`config.mk`:
```
export PLATFORM = sky130hd
export DESIGN_NAME = deemph_shelf
export DESIGN_NICKNAME = d
export VERILOG_FILES = /design/src/rtl/deemph_pkg.sv /design/src/rtl/deemph_sat.sv /design/src/rtl/deemph_capture.sv /design/src/rtl/deemph_lane.sv /design/src/rtl/deemph_shelf.sv
export SDC_FILE = /design/constraint.sdc
export NUM_CORES = 2
export LEC_CHECK = 0
export BUFFER_PORTS_ARGS = -buffer_cell sky130_fd_sc_hd__buf_2
export CORE_UTILIZATION = 50
export CTS_CLUSTER_DIAMETER = 120
export DETAILED_ROUTE_END_ITERATION = 10
export GPL_TIMING_DRIVEN = 1
export PLACE_DENSITY_LB_ADDON = 0.2
export SETUP_SLACK_MARGIN = 0.15
export SLEW_MARGIN = 20
export SYNTH_ARGS = -nofsm -noshare
export SYNTH_HDL_FRONTEND = slang
export SYNTH_SLANG_ARGS = --single-unit
```
`constraint.sdc`:
```
create_clock -name clk -period 13.3 [get_ports clk]
set_input_delay 1.33 -clock clk [delete_from_list [all_inputs] [get_ports clk]]
set_output_delay 1.33 -clock clk [all_outputs]
set_load 0.1 [all_outputs]
```
`src/rtl/deemph_pkg.sv`:
```
package deemph_pkg;
  // coefficient format: signed Q2.22
  localparam int COEF_W = 24;
  localparam int FRAC   = 22;

  // bilinear design, T1 = 50 us, T2 = 15 us, fs = 44.1 kHz
  // b0 = 2.323/5.41, b1 = -0.323/5.41, -a1 = 3.41/5.41
  // b0 + b1 + (-a1) equals 1.0 exactly in Q2.22 (unity DC gain)
  localparam logic signed [COEF_W-1:0] C_B0  = 24'sd1800992;
  localparam logic signed [COEF_W-1:0] C_B1  = -24'sd250418;
  localparam logic signed [COEF_W-1:0] C_NA1 = 24'sd2643730;

  localparam int NLANE = 2;

  typedef enum logic [1:0] {
    SPD_SINGLE = 2'd0,
    SPD_DOUBLE = 2'd1,
    SPD_QUAD   = 2'd2,
    SPD_RSVD   = 2'd3
  } speed_e;
endpackage

```
`src/rtl/deemph_sat.sv`:
```
module deemph_sat #(
  parameter int IN_W  = 50,
  parameter int OUT_W = 24
) (
  input  logic signed [IN_W-1:0]  din,
  output logic signed [OUT_W-1:0] dout
);
  localparam logic signed [IN_W-1:0] HI = {{(IN_W-OUT_W+1){1'b0}}, {(OUT_W-1){1'b1}}};
  localparam logic signed [IN_W-1:0] LO = {{(IN_W-OUT_W+1){1'b1}}, {(OUT_W-1){1'b0}}};

  always_comb begin
    if (din > HI)      dout = HI[OUT_W-1:0];
    else if (din < LO) dout = LO[OUT_W-1:0];
    else               dout = din[OUT_W-1:0];
  end
endmodule

```
`src/rtl/deemph_capture.sv`:
```
module deemph_capture
  import deemph_pkg::*;
#(
  parameter int DATA_W = 24
) (
  input  logic                          clk,
  input  logic                          rst,
  input  logic                          filt_live,
  input  logic                          in_valid,
  input  logic                          in_pair,
  input  logic                          in_chan,
  input  logic [DATA_W-1:0]             in_left,
  input  logic [DATA_W-1:0]             in_right,
  output logic                          s1_valid,
  output logic                          s1_pair,
  output logic                          s1_chan,
  output logic                          s1_filt,
  output logic [NLANE-1:0]              s1_go,
  output logic [NLANE-1:0][DATA_W-1:0]  s1_data
);
  always_ff @(posedge clk) begin
    if (rst) begin
      s1_valid <= 1'b0;
      s1_pair  <= 1'b0;
      s1_chan  <= 1'b0;
      s1_filt  <= 1'b0;
      s1_data  <= '0;
    end else begin
      s1_valid <= in_valid;
      if (in_valid) begin
        s1_pair    <= in_pair;
        s1_chan    <= in_chan;
        s1_filt    <= filt_live;
        s1_data[0] <= in_left;
        s1_data[1] <= in_right;
      end
    end
  end

  // lane 0 = left, lane 1 = right
  for (genvar k = 0; k < NLANE; k++) begin : g_go
    assign s1_go[k] = s1_valid && (s1_pair || (s1_chan == k[0]));
  end
endmodule

```
`src/rtl/deemph_lane.sv`:
```
module deemph_lane
  import deemph_pkg::*;
#(
  parameter int DATA_W = 24
) (
  input  logic                     clk,
  input  logic                     rst,
  input  logic                     go,
  input  logic                     filt,
  input  logic                     clr,
  input  logic signed [DATA_W-1:0] x,
  output logic signed [DATA_W-1:0] y_q
);
  localparam int ACC_W = DATA_W + COEF_W + 2;
  localparam logic signed [ACC_W-1:0] HALF =
    {{(ACC_W-FRAC){1'b0}}, 1'b1, {(FRAC-1){1'b0}}};

  logic signed [DATA_W-1:0] x1_q, y1_q;
  logic signed [ACC_W-1:0]  p0, p1, p2, acc, scaled;
  logic signed [DATA_W-1:0] y_sat;

  always_comb begin
    p0     = ACC_W'(x)    * ACC_W'(C_B0);
    p1     = ACC_W'(x1_q) * ACC_W'(C_B1);
    p2     = ACC_W'(y1_q) * ACC_W'(C_NA1);
    acc    = p0 + p1 + p2 + HALF;
    scaled = acc >>> FRAC;
  end

  deemph_sat #(.IN_W(ACC_W), .OUT_W(DATA_W)) u_sat (
    .din  (scaled),
    .dout (y_sat)
  );

  always_ff @(posedge clk) begin
    if (rst) begin
      x1_q <= '0;
      y1_q <= '0;
      y_q  <= '0;
    end else begin
      if (go) y_q <= filt ? y_sat : x;
      if (go && filt) begin
        x1_q <= x;
        y1_q <= y_sat;
      end
      if (clr) begin
        x1_q <= '0;
        y1_q <= '0;
      end
    end
  end

  // a bypassed sample leaves the lane unchanged
  a_r6_bypass_exact: assert property (@(posedge clk) disable iff (rst)
    (go && !filt) |=> (y_q == $past(x)));

  // history is empty after any edge where filtering was off
  a_r8_history_clear: assert property (@(posedge clk) disable iff (rst)
    clr |=> (x1_q == '0 && y1_q == '0));

  // an idle lane keeps its output word
  a_r10_idle_hold: assert property (@(posedge clk) disable iff (rst)
    !go |=> $stable(y_q));
endmodule

```
`src/rtl/deemph_shelf.sv`:
```
module deemph_shelf
  import deemph_pkg::*;
#(
  parameter int DATA_W = 24
) (
  input  logic                     clk,
  input  logic                     rst,
  input  logic                     cfg_en,
  input  logic [1:0]               cfg_speed,
  input  logic                     in_valid,
  input  logic                     in_pair,
  input  logic                     in_chan,
  input  logic signed [DATA_W-1:0] in_left,
  input  logic signed [DATA_W-1:0] in_right,
  output logic                     out_valid,
  output logic                     out_pair,
  output logic                     out_chan,
  output logic signed [DATA_W-1:0] out_left,
  output logic signed [DATA_W-1:0] out_right
);
  logic                         filt_live;
  logic                         s1_valid, s1_pair, s1_chan, s1_filt;
  logic [NLANE-1:0]             s1_go;
  logic [NLANE-1:0][DATA_W-1:0] s1_data;
  logic [NLANE-1:0][DATA_W-1:0] lane_y;

  assign filt_live = cfg_en && (speed_e'(cfg_speed) == SPD_SINGLE);

  deemph_capture #(.DATA_W(DATA_W)) u_cap (
    .clk       (clk),
    .rst       (rst),
    .filt_live (filt_live),
    .in_valid  (in_valid),
    .in_pair   (in_pair),
    .in_chan   (in_chan),
    .in_left   (in_left),
    .in_right  (in_right),
    .s1_valid  (s1_valid),
    .s1_pair   (s1_pair),
    .s1_chan   (s1_chan),
    .s1_filt   (s1_filt),
    .s1_go     (s1_go),
    .s1_data   (s1_data)
  );

  for (genvar k = 0; k < NLANE; k++) begin : g_lane
    logic signed [DATA_W-1:0] y_k;
    deemph_lane #(.DATA_W(DATA_W)) u_lane (
      .clk  (clk),
      .rst  (rst),
      .go   (s1_go[k]),
      .filt (s1_filt),
      .clr  (!filt_live),
      .x    (signed'(s1_data[k])),
      .y_q  (y_k)
    );
    assign lane_y[k] = y_k;
  end

  always_ff @(posedge clk) begin
    if (rst) begin
      out_valid <= 1'b0;
      out_pair  <= 1'b0;
      out_chan  <= 1'b0;
    end else begin
      out_valid <= s1_valid;
      if (s1_valid) begin
        out_pair <= s1_pair;
        out_chan <= s1_chan;
      end
    end
  end

  assign out_left  = signed'(lane_y[0]);
  assign out_right = signed'(lane_y[1]);

  // fixed two-cycle latency
  a_r1_latency: assert property (@(posedge clk) disable iff (rst)
    in_valid |-> ##2 out_valid);
  a_r1_no_spurious: assert property (@(posedge clk) disable iff (rst)
    !in_valid |-> ##2 !out_valid);

  // framing follows the sample
  a_r2_framing: assert property (@(posedge clk) disable iff (rst)
    out_valid |-> (out_pair == $past(in_pair, 2) && out_chan == $past(in_chan, 2)));

  // non-single speed passes paired words through
  a_r7_speed_bypass: assert property (@(posedge clk) disable iff (rst)
    (in_valid && in_pair && cfg_speed != 2'd0) |->
      ##2 (out_left == $past(in_left, 2) && out_right == $past(in_right, 2)));
endmodule

```
==> metrics.txt <==
met1 wire length=86400 µm; most frequent cells after synthesis=inv_1, ha_1, fa_1, a21oi_1, nand2_1; FF-to-FF setup slack=1220 ps; Setup TNS=0 ps; top cell type's share of synthesized area=0.344; TritonCTS buffer count=17; placer congestion estimate=0.948; quantity of gates resized following cts=0; Unique masters post-synth=87; I/O Buffers=106; Final Net Count=9659; # setup viols final=0; WS Path Type=flop to flop; WP data arrival=12470 ps; status=finished, final reports clean; register area share after synthesis=0.0607; post-DR vias/cell=5.36; clock skew=21.6 ps; number of synthesized flops with an enable pin=0; Cell Rows=132; Critical Path Sink Type=flop; Leakage Power=0.0389 µW; I/O pin cnt=107; unrepaired setup endpoints after global routing=false; critical path launch point type=flop; worst flop-to-flop path endpoint=g_lane[1].u_lane.y_q[14]; CTS Root Cell=clkbuf_16; final core occ=0.529; vias in the first global route=49358; Worst Hold Endpoint=g_lane[1].u_lane.y_q[20]; router iterations before antenna repair=6; Clock Latency Late Sink=560 ps; Final Slew Violations=0; classification of the worst-slack hold path=flop to flop; CTS H-tree depth=4; area leader, netlist=fa_1; post-CTS setup buffer count=0; worst hold path stage count=2; Crit path largest cell delay=750 ps; wire per inst=19.8 µm; Syn Std Cell Area=65700 µm²; GR Util All Layers=0.278; Initial Utilization=0.505; CTS tree=yes; Slowest-stage cell, CP=a2111oi_0; Mapped Nets=9622; Synth async-reset ratio=0; Post-synth top flop=dfxtp_1; uppermost routed layer=met4; slew margin rel.=0.226; worst hold margin=472 ps; Max IR drop VDD=0.225 mV; clock slew at reported path FFs=100 ps; CTS Hold Buffers Added=0; ANT cells=0; grt ovf=0; min Tclk post-route=12080 ps; largest net degree at the start of global routing=56; hold path start=g_lane[1].u_lane.y_q[20]; Longest Clk Path Bufs=2; Req. time, crit path=13690 ps; final worst path period share=0.908; Clock Sink Count=199; Post-Syn Area per Cell=9.10 µm²; Yosys Warn Count=0; Yosys reg bits=199; initial antenna violation count=6; wirelength, routed=178000 µm; Max Cap Viol=0; met3 WL=12400 µm; worst-path fanout max=26; die width=364 µm; die area=133000 µm²; Area contributors post-synth=fa_1, ha_1, inv_1, dfxtp_1, xnor2_1; Tightest Pin Transition=1160 ps; Reg2Reg Launch Point=u_cap.s1_data[32]; DRC=0; Final HPWL DP=154000 µm; die height=364 µm; power density cells=154 nW/µm²; initial drt markers=3526; P&R area growth vs syn=4.71%; antenna-violating nets left=0; met2 routed WL=76600 µm; top-count cell post-synth=inv_1; vias post-DR=48248; Max Freq=0.0828 GHz; first-pass GRT wire length=282000 µm; share of cells above drive strength 1=0.0332; Core ar.=130000 µm²; synthesized instance count=7214; Final Hold Viols=0; reg2reg path depth=37
[layout by cell type, fill, tap and decap left out, types with 136 or more instances in the layout]
cell type,count
xnor2_1,229
a21o_1,136
nand2_1,330
fa_1,1128
dfxtp_1,194
a21oi_1,398
inv_1,2002
nor2_1,234
o21ai_0,243
ha_1,1224
[flip-flops by register name, summed over array words and instances (netlist names)]
name,cells
u_cap.s1_pair,1
g_lane.u_lane.y_q,48
g_lane.u_lane.x1_q,48
out_pair,1
g_lane.u_lane.y1_q,48
u_cap.s1_filt,1
u_cap.s1_chan,1
u_cap.s1_data,48
out_chan,1
u_cap.s1_valid,1
out_valid,1
[cells by family (layout without fill, tap and decap cells)]
kind of cell / count (synthesis) / count (layout) / synth area share
fa+ha+maj: 2352 / 2352 / 0.577
buf+inv: 2126 / 2176 / 0.123
mux: 85 / 85 / 0.0131
flops: 199 / 199 / 0.0607
compound gates: 1124 / 1124 / 0.109
xor+xnor: 354 / 354 / 0.0472
simple gates: 974 / 974 / 0.0703
[worst max-delay path, delay by kind of cell, from the launching register on]
family / cells / cell delay, ps
adder cells (fa/ha/maj): 10 / 4380
flip-flops: 1 / 600
AO/OA/AOI/OAI: 20 / 5560
buffers and inverters: 3 / 540
XOR/XNOR: 1 / 140
AND/OR/NAND/NOR: 3 / 670
[worst max path at each step]
stage	slack [ps]	depth (start not counted)	start	endpoint
3_3_place_gp	1690	36	u_cap.s1_data[31]	g_lane[1].u_lane.y_q[5]
2_1_floorplan	3120	44	g_lane[0].u_lane.x1_q[23]	g_lane[0].u_lane.y_q[19]
3_5_place_dp	1490	37	u_cap.s1_data[30]	g_lane[1].u_lane.y_q[5]
5_1_grt	450	37	u_cap.s1_data[30]	g_lane[1].u_lane.y_q[14]
6_report	1220	37	u_cap.s1_data[32]	g_lane[1].u_lane.y_q[14]
4_1_cts	1350	37	u_cap.s1_data[30]	g_lane[1].u_lane.y_q[14]
[metal layers]
layer  global-route usage  vias up
li1                     -    22849
met1                0.421    24020
met2                0.418     1255
met3               0.0446      124
met4               0.0545        0
met5                    0        -
[cell type report]
type	instances	area, µm²
sequential	199	3990
clock inverter	15	198
timing repair buffer	141	798
clock buffer	17	425
tap	1742	2180
fill	12173	61200
multi-input combinational	4889	53700
inverter	2003	7520
[metrics by stage]
stage | worst slack (ps) | area (µm²) | std cells | total power (µW)
2_1_floorplan | 3120 | 65700 | 7214 | 7130
3_3_place_gp | 1690 | 68100 | 8974 | 9670
3_5_place_dp | 1490 | 68100 | 8974 | 9710
4_1_cts | 1350 | 68800 | 9006 | 10400
5_1_grt | 449 | 68800 | 9006 | 11500
6_report | 1220 | 68800 | 9006 | 10600
[power by group]
part / internal, µW / switching [µW]
Combinational: 3320 / 5990
Clock: 258 / 357
Sequential: 609 / 34.2
Total: 4190 / 6380
(Power assumes the default switching activity.)
